--- src/rtl/fdsPkg.sv ---
package fdsPkg;

  typedef struct packed {
    logic       startRun;
    logic       sendHdr;
    logic       sendHi;
    logic       sendLo;
    logic       memRd;
    logic       advWord;
    logic       advFrame;
    logic [2:0] hdrIdx;
  } fdsStrobes_t;

  localparam logic [7:0] HDR_SYNC = 8'hA5;

  // clock cycles per bit for each rate code
  function automatic int unsigned baudDivisor(int unsigned clkHz, logic [2:0] sel);
    case (sel)
      3'd0:    return clkHz / 1200;
      3'd1:    return clkHz / 2400;
      3'd2:    return clkHz / 9600;
      3'd3:    return clkHz / 28800;
      3'd4:    return clkHz / 38400;
      3'd5:    return clkHz / 57600;
      3'd6:    return clkHz / 115200;
      default: return clkHz / 230400;
    endcase
  endfunction

endpackage

--- src/rtl/fdsControl.sv ---
module fdsControl
  import fdsPkg::*;
#(
  parameter int NUM_FRAMES = 27,
  localparam int CNT_W = $clog2(NUM_FRAMES + 1)
) (
  input  logic             clk,
  input  logic             rstN,
  input  logic             go,
  input  logic [CNT_W-1:0] frameCount,
  input  logic             cts,
  input  logic             txIdle,
  input  logic             byteDone,
  input  logic             lastWord,
  output fdsStrobes_t      stb,
  output logic             busy,
  output logic             donePulse
);

  typedef enum logic [2:0] {
    ST_IDLE, ST_HDR, ST_FETCH, ST_WAITD, ST_SENDHI, ST_SENDLO, ST_DRAIN, ST_DONE
  } ctrlState_t;

  ctrlState_t       state, stateNext;
  logic [2:0]       hdrCnt, hdrCntNext;
  logic [CNT_W-1:0] framesLeft, framesLeftNext;
  logic             canSend;

  assign canSend = txIdle && cts;

  always_comb begin
    stb            = '0;
    stateNext      = state;
    hdrCntNext     = hdrCnt;
    framesLeftNext = framesLeft;
    case (state)
      ST_IDLE: if (go) begin
        stb.startRun   = 1'b1;
        framesLeftNext = frameCount;
        hdrCntNext     = '0;
        stateNext      = (frameCount == '0) ? ST_DONE : ST_HDR;
      end
      ST_HDR: if (canSend) begin
        stb.sendHdr = 1'b1;
        stb.hdrIdx  = hdrCnt;
        hdrCntNext  = hdrCnt + 3'd1;
        if (hdrCnt == 3'd7) stateNext = ST_FETCH;
      end
      ST_FETCH: begin
        stb.memRd = 1'b1;
        stateNext = ST_WAITD;
      end
      ST_WAITD: stateNext = ST_SENDHI;
      ST_SENDHI: if (canSend) begin
        stb.sendHi = 1'b1;
        stateNext  = ST_SENDLO;
      end
      ST_SENDLO: if (canSend) begin
        stb.sendLo = 1'b1;
        if (!lastWord) begin
          stb.advWord = 1'b1;
          stateNext   = ST_FETCH;
        end else if (framesLeft == CNT_W'(1)) begin
          stateNext = ST_DRAIN;
        end else begin
          stb.advFrame   = 1'b1;
          framesLeftNext = framesLeft - CNT_W'(1);
          hdrCntNext     = '0;
          stateNext      = ST_HDR;
        end
      end
      ST_DRAIN: if (byteDone) stateNext = ST_DONE;
      ST_DONE:  stateNext = ST_IDLE;
      default:  stateNext = ST_IDLE;
    endcase
  end

  always_ff @(posedge clk) begin
    if (!rstN) begin
      state      <= ST_IDLE;
      hdrCnt     <= '0;
      framesLeft <= '0;
    end else begin
      state      <= stateNext;
      hdrCnt     <= hdrCntNext;
      framesLeft <= framesLeftNext;
    end
  end

  assign busy      = (state != ST_IDLE);
  assign donePulse = (state == ST_DONE);

endmodule

--- src/rtl/fdsDatapath.sv ---
module fdsDatapath
  import fdsPkg::*;
#(
  parameter int CLK_HZ     = 2_000_000,
  parameter int NUM_FRAMES = 27,
  parameter int FRAME_W    = 4,
  parameter int FRAME_H    = 2,
  localparam int WORDS  = FRAME_W * FRAME_H,
  localparam int FRM_W  = (NUM_FRAMES > 1) ? $clog2(NUM_FRAMES) : 1,
  localparam int WIDX_W = (WORDS > 1) ? $clog2(WORDS) : 1,
  localparam int ADDR_W = $clog2(NUM_FRAMES * WORDS),
  localparam int DIV_W  = $clog2(CLK_HZ / 1200 + 1)
) (
  input  logic              clk,
  input  logic              rstN,
  input  fdsStrobes_t       stb,
  input  logic [FRM_W-1:0]  startFrame,
  input  logic [2:0]        rateSel,
  input  logic [15:0]       memRdData,
  output logic [ADDR_W-1:0] memAddr,
  output logic              txd,
  output logic              txIdle,
  output logic              byteDone,
  output logic              lastWord
);

  localparam logic [15:0] WIDTH16  = 16'(FRAME_W);
  localparam logic [15:0] HEIGHT16 = 16'(FRAME_H);

  logic [DIV_W-1:0]  divReg;
  logic [FRM_W-1:0]  frameIdx;
  logic [WIDX_W-1:0] wordIdx;
  logic [15:0]       wordReg;
  logic              rdPending;

  logic              active;
  logic [9:0]        shiftReg;
  logic [3:0]        bitCnt;
  logic [DIV_W-1:0]  baudCnt;

  logic [7:0]        hdrByte, txByte;
  logic              loadByte;

  // addressing and word capture
  always_ff @(posedge clk) begin
    if (!rstN) begin
      divReg    <= '0;
      frameIdx  <= '0;
      wordIdx   <= '0;
      wordReg   <= '0;
      rdPending <= 1'b0;
    end else begin
      rdPending <= stb.memRd;
      if (rdPending) wordReg <= memRdData;
      if (stb.startRun) begin
        divReg   <= DIV_W'(baudDivisor(CLK_HZ, rateSel));
        frameIdx <= startFrame;
        wordIdx  <= '0;
      end else if (stb.advFrame) begin
        frameIdx <= (frameIdx == FRM_W'(NUM_FRAMES - 1)) ? '0 : frameIdx + FRM_W'(1);
        wordIdx  <= '0;
      end else if (stb.advWord) begin
        wordIdx <= wordIdx + WIDX_W'(1);
      end
    end
  end

  assign memAddr  = ADDR_W'(frameIdx) * ADDR_W'(WORDS) + ADDR_W'(wordIdx);
  assign lastWord = (wordIdx == WIDX_W'(WORDS - 1));

  // byte source selection
  always_comb begin
    case (stb.hdrIdx)
      3'd0:    hdrByte = HDR_SYNC;
      3'd1:    hdrByte = 8'(frameIdx);
      3'd2:    hdrByte = WIDTH16[15:8];
      3'd3:    hdrByte = WIDTH16[7:0];
      3'd4:    hdrByte = HEIGHT16[15:8];
      3'd5:    hdrByte = HEIGHT16[7:0];
      default: hdrByte = 8'h00;
    endcase
    if (stb.sendHdr)     txByte = hdrByte;
    else if (stb.sendHi) txByte = wordReg[15:8];
    else                 txByte = wordReg[7:0];
  end

  assign loadByte = stb.sendHdr | stb.sendHi | stb.sendLo;

  // serial transmitter
  always_ff @(posedge clk) begin
    if (!rstN) begin
      active   <= 1'b0;
      shiftReg <= '1;
      bitCnt   <= '0;
      baudCnt  <= '0;
      byteDone <= 1'b0;
    end else begin
      byteDone <= 1'b0;
      if (loadByte && !active) begin
        active   <= 1'b1;
        shiftReg <= {1'b1, txByte, 1'b0};
        bitCnt   <= 4'd10;
        baudCnt  <= divReg - DIV_W'(1);
      end else if (active) begin
        if (baudCnt == '0) begin
          if (bitCnt == 4'd1) begin
            active   <= 1'b0;
            byteDone <= 1'b1;
          end else begin
            shiftReg <= {1'b1, shiftReg[9:1]};
            bitCnt   <= bitCnt - 4'd1;
            baudCnt  <= divReg - DIV_W'(1);
          end
        end else begin
          baudCnt <= baudCnt - DIV_W'(1);
        end
      end
    end
  end

  assign txd    = active ? shiftReg[0] : 1'b1;
  assign txIdle = !active;

endmodule

--- src/rtl/frameDumpStreamer.sv ---
module frameDumpStreamer
  import fdsPkg::*;
#(
  parameter int CLK_HZ     = 2_000_000,
  parameter int NUM_FRAMES = 27,
  parameter int FRAME_W    = 4,
  parameter int FRAME_H    = 2,
  localparam int FRM_W  = (NUM_FRAMES > 1) ? $clog2(NUM_FRAMES) : 1,
  localparam int CNT_W  = $clog2(NUM_FRAMES + 1),
  localparam int ADDR_W = $clog2(NUM_FRAMES * FRAME_W * FRAME_H)
) (
  input  logic              clk,
  input  logic              rstN,
  input  logic              go,
  input  logic [FRM_W-1:0]  startFrame,
  input  logic [CNT_W-1:0]  frameCount,
  input  logic [2:0]        rateSel,
  input  logic              cts,
  output logic [ADDR_W-1:0] memAddr,
  output logic              memRdEn,
  input  logic [15:0]       memRdData,
  output logic              txd,
  output logic              rts,
  output logic              busy,
  output logic              donePulse
);

  fdsStrobes_t stb;
  logic txIdle, byteDone, lastWord;

  fdsControl #(.NUM_FRAMES(NUM_FRAMES)) uCtrl (
    .clk(clk), .rstN(rstN), .go(go), .frameCount(frameCount), .cts(cts),
    .txIdle(txIdle), .byteDone(byteDone), .lastWord(lastWord),
    .stb(stb), .busy(busy), .donePulse(donePulse)
  );

  fdsDatapath #(
    .CLK_HZ(CLK_HZ), .NUM_FRAMES(NUM_FRAMES), .FRAME_W(FRAME_W), .FRAME_H(FRAME_H)
  ) uDp (
    .clk(clk), .rstN(rstN), .stb(stb), .startFrame(startFrame), .rateSel(rateSel),
    .memRdData(memRdData), .memAddr(memAddr), .txd(txd), .txIdle(txIdle),
    .byteDone(byteDone), .lastWord(lastWord)
  );

  assign memRdEn = stb.memRd;
  assign rts     = busy;

endmodule

--- config.mk ---
export PLATFORM = sky130hd
export DESIGN_NAME = frameDumpStreamer
export DESIGN_NICKNAME = d
export VERILOG_FILES = /design/src/rtl/fdsPkg.sv /design/src/rtl/fdsControl.sv /design/src/rtl/fdsDatapath.sv /design/src/rtl/frameDumpStreamer.sv
export SDC_FILE = /design/constraint.sdc
export NUM_CORES = 1
export LEC_CHECK = 0
export BUFFER_PORTS_ARGS = -buffer_cell sky130_fd_sc_hd__buf_4
export CAP_MARGIN = 10
export CORE_ASPECT_RATIO = 0.5
export CORE_MARGIN = 5
export CORE_UTILIZATION = 35
export DETAILED_ROUTE_END_ITERATION = 8
export PLACE_DENSITY_LB_ADDON = 0.12
export REMOVE_ABC_BUFFERS = 1
export SLEW_MARGIN = 20
export SYNTH_ARGS = -nofsm -noshare
export SYNTH_HDL_FRONTEND = slang
export SYNTH_SLANG_ARGS = --single-unit
--- constraint.sdc ---
create_clock -name clk -period 2.25 [get_ports clk]
set_input_delay 0.3375 -clock clk [delete_from_list [all_inputs] [get_ports clk]]
set_output_delay 0.3375 -clock clk [all_outputs]
set_load 0.05 [all_outputs]
==> results.md, run 1 <==
Outcome:
- The run finished with clean final reports.

Critical path:
- For the worst setup path, the data required time is 2.51 ns.
- The critical path capture point is uDp.baudCnt[1].
- The number of cell instances on the worst register-to-register path is 7.
- The worst register-to-register path ends at uDp.baudCnt[1].
- STA puts the critical path data arrival time at 2.32 ns.
- The type of destination of the critical path is a flip-flop.
- The critical path is of the reg -> reg type.
- The worst setup path startpoint is uDp.baudCnt[0].
- Of all nets on the critical path, the largest fanout is 6.
- STA classifies the critical path startpoint as a flip-flop.
- The worst register-to-register path begins at uDp.baudCnt[0].
- For flop-to-flop paths, the worst setup slack is 0.19 ns.

Synth:
- The dominant combinational cell family by area after synthesis is simple AND/OR/NAND/NOR gates.
- Synthesis produced a netlist whose cell count is 485.
- The complex-gate fraction of the synthesized area is 19.4%.
- The count of flip-flops with a built-in enable after synthesis is 0.
- The total standard cell area after synthesis is 4070 sq um.
- Counting flops with an async set or reset pin after synthesis yields a share of 0%.
- The dominant synthesized flop cell is sky130_fd_sc_hd__dfxtp_1.
- The number of distinct library cells after synthesis is 73.
- Summing the sequential cell areas from Yosys gives 35.9% of the chip area.
- For this run, the number of Yosys warnings is 0.
- Sorting the synthesized cells by area gives the leading types as sky130_fd_sc_hd__dfxtp_1 36%, sky130_fd_sc_hd__mux2i_1 6.9%, sky130_fd_sc_hd__nor2_1 5.2%.
- The mean instance size in the synthesized netlist is 8.40 sq um.
- The share of synthesized area spent on multiplexers is 7.43%.
- The adder and majority cell fraction of the synthesized area is 3.69%.
- Summing the areas of all and, or, nand and nor instances in the mapped netlist gives 25.6% of the synthesized area.
- The synthesized design devotes to its leading area cell type 35.9% of total area.
- In this run, synthesis produced a sequential element count of 73.
- Of all cell types, the one taking the most synthesized area is sky130_fd_sc_hd__dfxtp_1.
- Summing the areas of all xor and xnor instances in the mapped netlist gives 3.01% of the synthesized area.

Final layout:
- The register cell area after layout is 1460 sq um.
- Of the cells placed in the final design, the portion with a size suffix greater than 1 is 19.2%.
- The multi-input logic area is 2420 sq um.
- Counting the fill cells in the layout gives 1153.
- The commonest non-fill, non-tap cell in the layout is sky130_fd_sc_hd__dfxtp_1.
- In the final design database the tool counted 582 nets.
- The area added between synthesis and finish is 21.7%.
- The final instance area is 4960 sq um.
- The library cells used most frequently in the layout, excluding fill and tap cells, are 73 x sky130_fd_sc_hd__dfxtp_1, 66 x sky130_fd_sc_hd__buf_4, 56 x sky130_fd_sc_hd__nor2_1.
- The number of inserted diodes is 0.
- Cells fill 44.3% of the core in the end.

Clock network:
- After clock tree synthesis, the flow added hold-fix buffers numbering 0.
- The clock tree root driver cell is sky130_fd_sc_hd__clkbuf_16.
- The number of buffers created by CTS is 9.
- The insertion delay of the later-clocked pin in the worst-skew pair is 0.34 ns.
- Clock-pin slew was measured on the worst setup and hold paths at 0.06 ns.
- The CTS sink count is 73.
- TritonCTS built the clock tree.
- The post-CTS setup buffer count is 0.
- The number of levels the H-tree was split into is 3.
- After clock tree synthesis, the repair step resized 0 gates.
- The clock passes through at most 2 buffers.

Routing:
- The routed wire length is 10700 um.
- The count of nets left with antenna violations once routing finished came out at 0.
- In the routed layout, each cell is associated on average with a via count of 5.19.
- The total via count in the routed design is 3638.
- The final routed DRC violation total is 0.
- The post-detailed-route wirelength per cell is 15.3 um.
- The starting DRC count in detailed routing is 164.
- The count of TritonRoute iterations in the first routing pass is 4.

STA:
- Setup repair after global routing left no endpoint under its margin.
- The total count of max-transition violations in the final report is 0.
- The minimum clock period after layout is 2.06 ns.
- After routing, the total negative slack on setup checks comes to 0 ns.
- The slew of the pin with the lowest slew margin is 0.669 ns.
- Setup violations remaining at the end of the flow were counted as 0.
- The number of hold violations in the final report is 0.
- Measured against its own limit, the worst slew margin works out to 54.8%.
- For this run, the top clock speed supported by timing is 486 MHz.
- The ratio of final minimum period to clock period is 91.5%.
- On the final layout, the worst clock skew is 0.00797 ns.

Floorplan:
- The full die area is 14000 sq um.
- For this configuration, the core starts out at a cell density of 36.4%.
- The die boundary width is 163 um.
- The floorplan core area is 11200 sq um.
- In this run the count of I/O pins placed on the die edge is 46.
- The floorplan has 27 rows.
- The height of the die is 86.3 um.

Run:
- The count of max-cap constraint violations is 0.

Global route:
- The via count of the first global-routing pass is 3553.
- The largest net degree at the start of global routing is 34.
- The global-route track usage on met2 is 25.0%.
- For this run, global-route usage on met1 was measured as 21.0%.
- The global router's overall resource usage is 15.6%.
- The total grt overflow is 0.
- The number of antenna violations at the first check in global routing was 0.
- Global routing used 3.85% of the available met3 tracks.
- The layer flagged by global routing as most heavily used is met2.
- The first-pass GRT wire length is 17700 um.

Placement:
- Detailed placement ended at an HPWL of 7780 um.
- The count of port buffers added during placement is 45.
- After detailed placement, the total cell area comes to 4670 sq um.
- The congestion estimate from routability-driven global placement came to 0.794.

Min path:
- The type of the worst min-delay path is in -> reg.

Power and ir drop:
- For this design the ratio of total power to cell area is 1060 nW/um^2.
- The largest vdd supply drop is 0.387 mV.
- In this run the static leakage power is 1.98 nW.
-- per-layer routing --
metal	wire [um]	part of all wire [%]
met5	0	0
met4	153	1.4
met3	298	2.8
met2	4700	44
met1	5590	52
-- cell usage after synthesis, drive strengths merged, types with 8 or more instances --
library cell / instances
mux2i: 28
dfxtp: 73
ha: 12
clkbuf: 14
nor2: 56
a21oi: 31
nand2b: 10
nand3: 13
inv: 23
xnor2: 11
nor4: 8
nor3: 12
nand2: 50
buf: 12
o21ai: 31
-- final cells by class --
type	count	share of cell area, %
multi-input cells	363	48.8
flip-flops and latches	73	29.5
repair buffers	67	10.4
clock buffers	13	5.25
well taps	159	4.01
inverters	23	1.79
clock inverters	3	0.303
-- cells by family after synthesis --
group | count (synthesis)
AOI/OAI and AO/OA | 112
xor gates and xnor gates | 14
adders and majority gates | 12
buffers and inverters | 49
DFF | 73
muxes | 30
and+or+nand+nor | 195
-- power by group --
group | total (W) | internal, W | switching, W
Combinational | 0.00218 | 0.000903 | 0.00128
Clock | 0.00135 | 0.000802 | 0.000549
Sequential | 0.00171 | 0.00148 | 0.000226
-- through the flow --
stage	worst slack, ns	power [W]	instances	hold WS [ns]
final	0.191	0.00524	701	0.237
after global routing	0.0438	0.00558	701	0.236
after CTS	0.153	0.00523	701	0.227
after detailed placement	0.178	0.00386	685	0.467
after global placement	0.234	0.00388	685	0.463
after floorplan	-0.285	0.00322	459	0.409
-- worst max-delay path, cell delays in order, from the launching register on --
cell                      delay, ns
sky130_fd_sc_hd__dfxtp_1       0.35
sky130_fd_sc_hd__inv_1         0.08
sky130_fd_sc_hd__ha_1          0.21
sky130_fd_sc_hd__nor3b_4       0.32
sky130_fd_sc_hd__nand4_1       0.30
sky130_fd_sc_hd__nand2_2       0.22
sky130_fd_sc_hd__mux2_2        0.34
sky130_fd_sc_hd__o22ai_1       0.15
-- state kept, by name, summed over array words and instances (netlist names) --
signal            flops
uDp.wordReg          16
uDp.baudCnt          11
uDp.divReg           11
uDp.shiftReg          9
uCtrl.framesLeft      5
uDp.frameIdx          5
uDp.bitCnt            4
uCtrl.hdrCnt          3
uCtrl.state           3
uDp.wordIdx           3
uDp.active            1
uDp.byteDone          1
uDp.rdPending         1
-- worst min-delay path by stage --
stage	start	endpoint	cells past startpoint
floorplan	rstN	uDp.shiftReg[5]	1
global placement	uCtrl.framesLeft[1]	uCtrl.framesLeft[1]	2
detailed placement	uCtrl.framesLeft[1]	uCtrl.framesLeft[1]	2
CTS	memRdData[6]	uDp.wordReg[6]	3
global route	startFrame[0]	uDp.frameIdx[0]	3
finish	memRdData[6]	uDp.wordReg[6]	3
Power figures use the tool's default switching activity.
==> run 2: changes to the inputs <==
--- a/config.mk
+++ b/config.mk
@@ -9,7 +9,7 @@
 export CAP_MARGIN = 10
 export CORE_ASPECT_RATIO = 0.5
 export CORE_MARGIN = 5
-export CORE_UTILIZATION = 35
+export CORE_UTILIZATION = 54
 export DETAILED_ROUTE_END_ITERATION = 8
 export PLACE_DENSITY_LB_ADDON = 0.12
 export REMOVE_ABC_BUFFERS = 1
==> results.md, run 2 (same netlist as run 1, synthesis figures left out) <==
Critical path:
- The category of the most critical setup path was reg -> reg (unchanged).
- The required time of the worst setup path is 2.51 ns (about the same).
- The type of destination of the critical path is a flip-flop (unchanged).
- The worst setup path startpoint is uDp.baudCnt[0] (unchanged).
- The number of cell instances on the worst register-to-register path is 7 (unchanged).
- The largest fanout on the critical path came to 6 (unchanged).
- The worst reg-to-reg setup slack was 0.17 ns (was 0.19 ns).
- The startpoint type of the worst setup path is a flip-flop (unchanged).
- The worst flop-to-flop path startpoint is uDp.baudCnt[0] (unchanged).
- The endpoint arrival time on the critical path is 2.34 ns (was 2.32 ns).
- The capture instance of the worst register-to-register path is uDp.baudCnt[1] (unchanged).

Floorplan:
- The starting utilization of the core area came to 55.6% (was 36.4%).
- The full die area is 9490 sq um (was 14000 sq um).
- The total number of placement rows is 22 (was 27).
- The number of top-level pins was 46 (unchanged).
- The height of the die is 71.4 um (was 86.3 um).
- The die boundary width is 133 um (was 163 um).
- The floorplan core area is 7320 sq um (was 11200 sq um).

Power and ir drop:
- The switching share of total power is 36.9% (was 39.2%).
- The largest vdd supply drop was 0.623 mV (was 0.387 mV).
- The power spent charging and discharging nets is 0.00197 W (was 0.00205 W).
- The proportion of power drawn by combinational gates is 39.6% (was 41.6%).
- The sequential fraction of design power is 31.9% (was 32.6%).
- The internal power of the cells is 0.00336 W (was 0.00319 W).
- The part of the total power dissipated in the clock network came to 28.5% (was 25.8%).
- The power density normalized to cell area is 1090 nW/um^2 (was 1060 nW/um^2).
- The total power of the final layout is 0.00533 W (was 0.00524 W).
- The reported leakage power came to 1.98 nW (about the same).

Min path:
- The startpoint of the most critical hold path is memRdData[12] (was memRdData[6]).
- The sink of the worst hold path was uDp.wordReg[12] (was uDp.wordReg[6]).
- The number of instances on the worst hold path is 3 (unchanged).
- The type of the worst min-delay path is in -> reg (unchanged).

Global route:
- The first-pass GRT wire length was 16500 um (was 17700 um).
- The total grt overflow is 0 (unchanged).
- The largest net degree at the start of global routing came to 43 (was 34).
- The via count of the first global-routing pass is 3432 (was 3553).
- The number of antenna violations at the first check in global routing is 0 (unchanged).
- The global router's overall resource usage came to 21.2% (was 15.6%).

STA:
- The slew of the pin with the lowest slew margin is 0.665 ns (was 0.669 ns).
- The largest clock skew in the final design was 0.00903 ns (was 0.00797 ns).
- The number of failing setup endpoints in the final timing report is 0 (unchanged).
- The smallest setup slack after layout was 0.166 ns (was 0.191 ns).
- The ratio of final minimum period to clock period was 92.6% (was 91.5%).
- The total count of max-transition violations in the final report is 0 (unchanged).
- The maximum clock frequency was 480 MHz (was 486 MHz).
- The number of hold violations in the final report is 0 (unchanged).
- The normalized max-slew margin is 55.0% (was 54.8%).
- The minimum clock period after layout was 2.08 ns (was 2.06 ns).
- Setup repair after global routing missed its margin: false (unchanged).

Placement:
- The area of placed instances is 4580 sq um (was 4670 sq um).
- The post-placement setup slack is 0.203 ns (was 0.178 ns).
- The HPWL after detailed placement is 7110 um (was 7780 um).
- The global placer's final weighted congestion was 0.904 (was 0.794).
- The count of port buffers added during placement was 45 (unchanged).
- The number of cells in the design after placement came to 621 (was 685).

Final layout:
- Largest registers: uDp.wordReg (16), uDp.baudCnt (11), uDp.divReg (11) (unchanged).
- The commonest non-fill, non-tap cell in the layout is sky130_fd_sc_hd__dfxtp_1 (unchanged).
- The number of flip-flops under the largest register name was 16 (unchanged).
- The filler-free cell count of the finished design came to 637 (was 701).
- The number of inserted diodes was 0 (unchanged).
- The final instance area came to 4900 sq um (was 4960 sq um).
- The share of final-layout standard cells stronger than drive strength 1 is 19.0% (was 19.2%).
- The number of fillers in the final layout was 617 (was 1153).
- The area added between synthesis and finish is 20.2% (was 21.7%).
- Most used cells in the layout excluding fill and tap cells: 72 x sky130_fd_sc_hd__dfxtp_1, 67 x sky130_fd_sc_hd__buf_4, 56 x sky130_fd_sc_hd__nor2_1 (was 73 x sky130_fd_sc_hd__dfxtp_1, 66 x sky130_fd_sc_hd__buf_4, 56 x sky130_fd_sc_hd__nor2_1).
- The register with the most flip-flops is uDp.wordReg (unchanged).
- The layout net count came to 582 (unchanged).
- The utilization after layout is 66.9% (was 44.3%).

Clock network:
- The clock slew seen by the registers of the worst setup and hold paths is 0.06 ns (about the same).
- The clock tree root driver cell was sky130_fd_sc_hd__clkbuf_16 (unchanged).
- The insertion delay of the later-clocked pin in the worst-skew pair is 0.34 ns (about the same).
- The number of levels the H-tree was split into is 3 (unchanged).
- The CTS sink count is 73 (unchanged).
- The buffer levels on the longest clock path came to 2 (unchanged).
- The TritonCTS clock tree was yes (unchanged).
- The number of buffers created by CTS came to 9 (unchanged).

Routing:
- The count of TritonRoute iterations in the first routing pass was 4 (unchanged).
- The post-route antenna net violation count was 0 (unchanged).
- The post-detailed-route wirelength per cell is 15.2 um (was 15.3 um).
- The mean number of vias per cell came to 5.69 (was 5.19).
- The routed wire length is 9670 um (was 10700 um).
- The final routed DRC violation total is 0 (unchanged).
- The starting DRC count in detailed routing is 257 (was 164).
- The total via count in the routed design is 3626 (was 3638).

Outcome:
- Run status: finished clean (unchanged).

Run:
- The count of max-cap constraint violations came to 0 (unchanged).
==> run 2: worst max-delay path by stage <==
stage | end | slack, ns | cells past startpoint
CTS | uDp.frameIdx[2] | 0.09 | 7
global route | uDp.baudCnt[4] | 0.009 | 7
floorplan | uDp.frameIdx[1] | -0.28 | 4
global placement | uDp.shiftReg[2] | 0.26 | 8
detailed placement | uDp.frameIdx[2] | 0.20 | 7
finish | uDp.baudCnt[1] | 0.17 | 7
==> run 2: layer usage <==
layer  track usage (%)  share of wire [%]  vias up  wire (um)
met5                 0                  0        -          0
li1                  -                  -     1859          -
met4              7.60                1.3        0        125
met1              28.8                 50     1684       4790
met2              32.4                 44       73       4270
met3              6.24                5.0       10        487
==> run 2: stage by stage <==
step,hold slack (ns),setup TNS [ns]
floorplan,0.409,-1.20
global placement,0.458,0
detailed placement,0.470,0
CTS,0.234,0
global route,0.241,0
finish,0.238,0
==> run 2: power groups by stage <==
stage | Clock (W) | Combinational (W) | Sequential, W
after global routing | 0.00159 | 0.00235 | 0.00173
after detailed placement | 0 | 0.00208 | 0.00173
final | 0.00152 | 0.00211 | 0.00170
after floorplan | 0 | 0.00147 | 0.00175
after global placement | 0 | 0.00208 | 0.00172
after CTS | 0.00154 | 0.00210 | 0.00170
==> run 2: final cells by class <==
class,count,area (sq um),share of cell area [%]
Multi-Input combinational cell,363,2410,49.2
Inverter,23,88.8,1.81
Timing Repair Buffer,67,503,10.3
Clock buffer,12,246,5.03
Tap cell,96,120,2.45
Clock inverter,3,65.1,1.33
Sequential cell,73,1460,29.9
==> run 2: critical path, cell delays in order, from the launching register on <==
cell and delay, ns:
sky130_fd_sc_hd__dfxtp_1 0.35, sky130_fd_sc_hd__inv_1 0.07, sky130_fd_sc_hd__ha_1 0.19, sky130_fd_sc_hd__nor3b_2 0.35, sky130_fd_sc_hd__nand4_1 0.30, sky130_fd_sc_hd__nand2_1 0.27, sky130_fd_sc_hd__mux2_2 0.36, sky130_fd_sc_hd__o22ai_1 0.14
==> run 2: timing repair <==
item	in CTS	in global routing
hold buffers	0	0
resized for setup	0	1
setup endpoints to repair	0	1
setup buffers	0	1
==> run 3: changes to the inputs <==
--- a/config.mk
+++ b/config.mk
@@ -5,9 +5,9 @@
 export SDC_FILE = /design/constraint.sdc
 export NUM_CORES = 1
 export LEC_CHECK = 0
+export ABC_AREA = 1
 export BUFFER_PORTS_ARGS = -buffer_cell sky130_fd_sc_hd__buf_4
 export CAP_MARGIN = 10
-export CORE_ASPECT_RATIO = 0.5
 export CORE_MARGIN = 5
 export CORE_UTILIZATION = 54
 export DETAILED_ROUTE_END_ITERATION = 8
==> results.md, run 3 <==
Critical path:
- The logic depth of the worst path, buffers included is 8 (was 7).
- The capture instance of the worst register-to-register path is uDp.shiftReg[6] (was uDp.baudCnt[1]).
- The worst reg-to-reg setup slack is 0.26 ns (was 0.17 ns).
- The largest fanout on the critical path came to 16 (was 6).
- The category of the most critical setup path is reg -> reg (unchanged).
- The worst flop-to-flop path startpoint is uDp.active (was uDp.baudCnt[0]).
- The number of cell instances on the worst register-to-register path was 8 (was 7).
- The critical path capture point is uDp.shiftReg[6] (was uDp.baudCnt[1]).
- The count of buffer and inverter cells on the critical path is 2 (was 1).
- CP cell instances: inv_2, nand2_4, nor2_4, inv_2, nand2_4, nand3_2, a21oi_1, o21ai_1 (was inv_1, ha_1, nor3b_2, nand4_1, nand2_1, mux2_2, o22ai_1).
- The cell family contributing the most delay on the critical path is simple AND/OR/NAND/NOR gates (unchanged).
- The startpoint type of the worst setup path is a flip-flop (unchanged).
- The critical path's largest stage delay was 0.45 ns (was 0.36 ns).
- The cell with the biggest individual delay on the critical path is sky130_fd_sc_hd__dfxtp_1 (was sky130_fd_sc_hd__mux2_2).
- The endpoint arrival time on the critical path is 2.25 ns (was 2.34 ns).
- The type of destination of the critical path is a flip-flop (unchanged).
- The required time of the worst setup path was 2.50 ns (was 2.51 ns).
- The worst setup path startpoint is uDp.active (was uDp.baudCnt[0]).

Synth:
- The synthesized netlist cell count is 635 (was 485).
- The share of the synthesized area in the top cell type was 34.2% (was 35.9%).
- Synth top area cells: sky130_fd_sc_hd__dfxtp_1 34%, sky130_fd_sc_hd__nand2_1 13%, sky130_fd_sc_hd__nor2_1 7.9% (was sky130_fd_sc_hd__dfxtp_1 36%, sky130_fd_sc_hd__mux2i_1 6.9%, sky130_fd_sc_hd__nor2_1 5.2%).
- The most area-hungry cell type in the Yosys netlist is sky130_fd_sc_hd__dfxtp_1 (unchanged).
- The share of async-settable or async-resettable flops after synthesis was 0% (unchanged).
- The dominant synthesized flop cell is sky130_fd_sc_hd__dfxtp_1 (unchanged).
- The count of state elements after synthesis is 73 (unchanged).
- The sequential-to-total area share from yosys stat is 34.2% (was 35.9%).
- The most frequent cell after synthesis is sky130_fd_sc_hd__nand2_1 (was sky130_fd_sc_hd__dfxtp_1).
- The number of distinct library cells after synthesis is 41 (was 73).
- Synth cell count leaders: 145 x sky130_fd_sc_hd__nand2_1, 90 x sky130_fd_sc_hd__nor2_1, 73 x sky130_fd_sc_hd__dfxtp_1 (was 73 x sky130_fd_sc_hd__dfxtp_1, 56 x sky130_fd_sc_hd__nor2_1, 48 x sky130_fd_sc_hd__nand2_1).
- The total standard cell area after synthesis is 4270 sq um (was 4070 sq um).
- The count of yosys warnings during synthesis is 0 (unchanged).
- The count of flip-flops with a built-in enable after synthesis was 0 (unchanged).
- The mean instance size in the synthesized netlist is 6.72 sq um (was 8.40 sq um).

Routing:
- The starting DRC count in detailed routing came to 201 (was 257).
- The routed wire length came to 10000 um (was 9670 um).
- The post-detailed-route wirelength per cell is 12.8 um (was 15.2 um).
- The final routed DRC violation total is 0 (unchanged).
- The post-route antenna net violation count is 0 (unchanged).
- The mean number of vias per cell came to 5.30 (was 5.69).
- The total via count in the routed design is 4141 (was 3626).
- The count of TritonRoute iterations in the first routing pass came to 5 (was 4).

Final layout:
- The share of final-layout standard cells stronger than drive strength 1 is 16.1% (was 19.0%).
- The number of fillers in the final layout is 745 (was 617).
- The area added between synthesis and finish is 13.7% (was 20.2%).
- Largest registers: uDp.wordReg (16), uDp.baudCnt (11), uDp.divReg (11) (unchanged).
- The filler-free cell count of the finished design is 781 (was 637).
- The register with the most flip-flops was uDp.wordReg (unchanged).
- Most used cells in the layout excluding fill and tap cells: 145 x sky130_fd_sc_hd__nand2_1, 90 x sky130_fd_sc_hd__nor2_1, 73 x sky130_fd_sc_hd__dfxtp_1 (was 72 x sky130_fd_sc_hd__dfxtp_1, 67 x sky130_fd_sc_hd__buf_4, 56 x sky130_fd_sc_hd__nor2_1).
- The commonest non-fill, non-tap cell in the layout is sky130_fd_sc_hd__nand2_1 (was sky130_fd_sc_hd__dfxtp_1).
- The number of inserted diodes came to 0 (unchanged).
- The number of flip-flops under the largest register name is 16 (unchanged).
- The layout net count is 720 (was 582).

Floorplan:
- The number of top-level pins was 46 (unchanged).
- The die boundary width came to 98.9 um (was 133 um).
- The height of the die is 98.9 um (was 71.4 um).
- The starting utilization of the core area was 55.2% (was 55.6%).
- The total number of placement rows is 32 (was 22).
- The full die area is 9780 sq um (was 9490 sq um).
- The floorplan core area is 7730 sq um (was 7320 sq um).

Placement:
- The HPWL after detailed placement is 7440 um (was 7110 um).
- The global placer's final weighted congestion was 0.862 (was 0.904).
- The number of cells in the design after placement is 766 (was 621).
- The count of port buffers added during placement is 45 (unchanged).

Power and ir drop:
- The power density normalized to cell area came to 1430 nW/um^2 (was 1090 nW/um^2).
- The largest vdd supply drop is 0.760 mV (was 0.623 mV).
- The reported leakage power is 2.13 nW (was 1.98 nW).

STA:
- The minimum clock period after layout is 1.99 ns (was 2.08 ns).
- The slew of the pin with the lowest slew margin is 0.591 ns (was 0.665 ns).
- The number of hold violations in the final report is 0 (unchanged).
- The total count of max-transition violations in the final report is 0 (unchanged).
- The maximum clock frequency is 502 MHz (was 480 MHz).
- The normalized max-slew margin is 60.4% (was 55.0%).
- The final sum of negative setup slack is 0 ns (unchanged).
- The number of failing setup endpoints in the final timing report is 0 (unchanged).
- Setup repair after global routing missed its margin: false (unchanged).
- The ratio of final minimum period to clock period came to 88.5% (was 92.6%).
- The largest clock skew in the final design is 0.00954 ns (was 0.00903 ns).

Clock network:
- The number of levels the H-tree was split into was 3 (unchanged).
- The number of buffers created by CTS was 9 (unchanged).
- The quantity of gates resized following cts is 0 (unchanged).
- The buffer levels on the longest clock path is 2 (unchanged).
- The insertion delay of the later-clocked pin in the worst-skew pair is 0.36 ns (was 0.34 ns).
- The post-CTS setup buffer count was 0 (unchanged).
- The hold-fix buffer count after cts came to 0 (unchanged).
- The clock slew seen by the registers of the worst setup and hold paths is 0.08 ns (was 0.06 ns).
- The CTS sink count is 73 (unchanged).
- The clock tree root driver cell is sky130_fd_sc_hd__clkbuf_8 (was sky130_fd_sc_hd__clkbuf_16).
- The TritonCTS clock tree is yes (unchanged).

Outcome:
- Run status: finished clean (unchanged).

Run:
- The count of max-cap constraint violations was 0 (unchanged).

Global route:
- The total grt overflow is 0 (unchanged).
- The global router's overall resource usage is 21.4% (was 21.2%).
- The via count of the first global-routing pass is 4042 (was 3432).
- The largest net degree at the start of global routing is 30 (was 43).
- The number of antenna violations at the first check in global routing is 0 (unchanged).
- The first-pass GRT wire length is 17500 um (was 16500 um).

Min path:
- The type of the worst min-delay path is in -> reg (unchanged).
- The startpoint of the most critical hold path is memRdData[9] (was memRdData[12]).
[run 3: cell count changes after synthesis, sizes merged, moves of 15 or more]
| cell | previous run | this run |
|---|---|---|
| inv | 23 | 66 |
| o21ai | 31 | 51 |
| nor2 | 56 | 101 |
| nand2 | 50 | 153 |
| a21oi | 31 | 46 |
| mux2i | 28 | 2 |
| nand3 | 13 | 53 |
[run 3: how the worst min path moves through the flow]
stage	slack [ns]	cells past startpoint	to
final	0.20	3	uDp.wordReg[9]
after global routing	0.20	3	uDp.wordReg[6]
after CTS	0.19	3	uDp.wordReg[9]
after detailed placement	0.45	2	uDp.shiftReg[7]
after global placement	0.44	2	uDp.wordReg[0]
after floorplan	0.41	1	uDp.shiftReg[8]
[run 3: per-layer routing]
layer,vias to the layer above,share of wire [%],GRT usage [%]
li1,2140,-,-
met2,90,48,36.8
met4,0,2.2,9.87
met5,-,0,0
met1,1883,45,25.7
met3,28,4.0,3.96
[run 3: power by group]
group	internal (W)	total (W)	switching [W]	leakage (nW)
Sequential	0.00165	0.00201	0.000358	0.596
Clock	0.000623	0.00115	0.000525	0.102
Combinational	0.00131	0.00376	0.00246	1.43
Total	0.00358	0.00692	0.00334	2.13
[run 3: area by class of cell]
type / count / area, sq um / share of cell area, %
clock buffer: 9 / 124 / 2.55
clock inverter: 6 / 92.6 / 1.91
inverter: 68 / 256 / 5.29
multi-input combinational: 475 / 2430 / 50.1
sequential: 73 / 1460 / 30.1
tap: 102 / 128 / 2.63
timing repair buffer: 48 / 360 / 7.43
[run 3: tightest hold or removal path: cells and delay by family]
family	cells	cell delay, ns
AND/OR/NAND/NOR	2	0.11
buffers and inverters	1	0.08
[run 3: cell families (layout without fill, tap and decap cells)]
logic type / Yosys count / after routing / share of synthesized area (%)
adder cells (fa/ha/maj): 12 / 12 / 3.52
flip-flops: 73 / 73 / 34.2
AND/OR/NAND/NOR: 334 / 334 / 35.0
XOR/XNOR: 18 / 18 / 3.69
AO/OA/AOI/OAI: 109 / 109 / 14.2
buffers and inverters: 87 / 131 / 8.82
multiplexers: 2 / 2 / 0.469
[run 3: through the flow]
step / total power, W / util [%] / hold slack, ns / setup slack (ns) / area, sq um
after floorplan: 0.00491 / - / 0.406 / 0.0947 / 4150
after global placement: 0.00566 / 60.0 / 0.445 / 0.367 / 4640
after detailed placement: 0.00577 / 60.0 / 0.453 / 0.271 / 4640
after CTS: 0.00693 / 62.8 / 0.189 / 0.266 / 4850
after global routing: 0.00755 / 62.8 / 0.198 / 0.0522 / 4850
final: 0.00692 / 62.8 / 0.196 / 0.258 / 4850
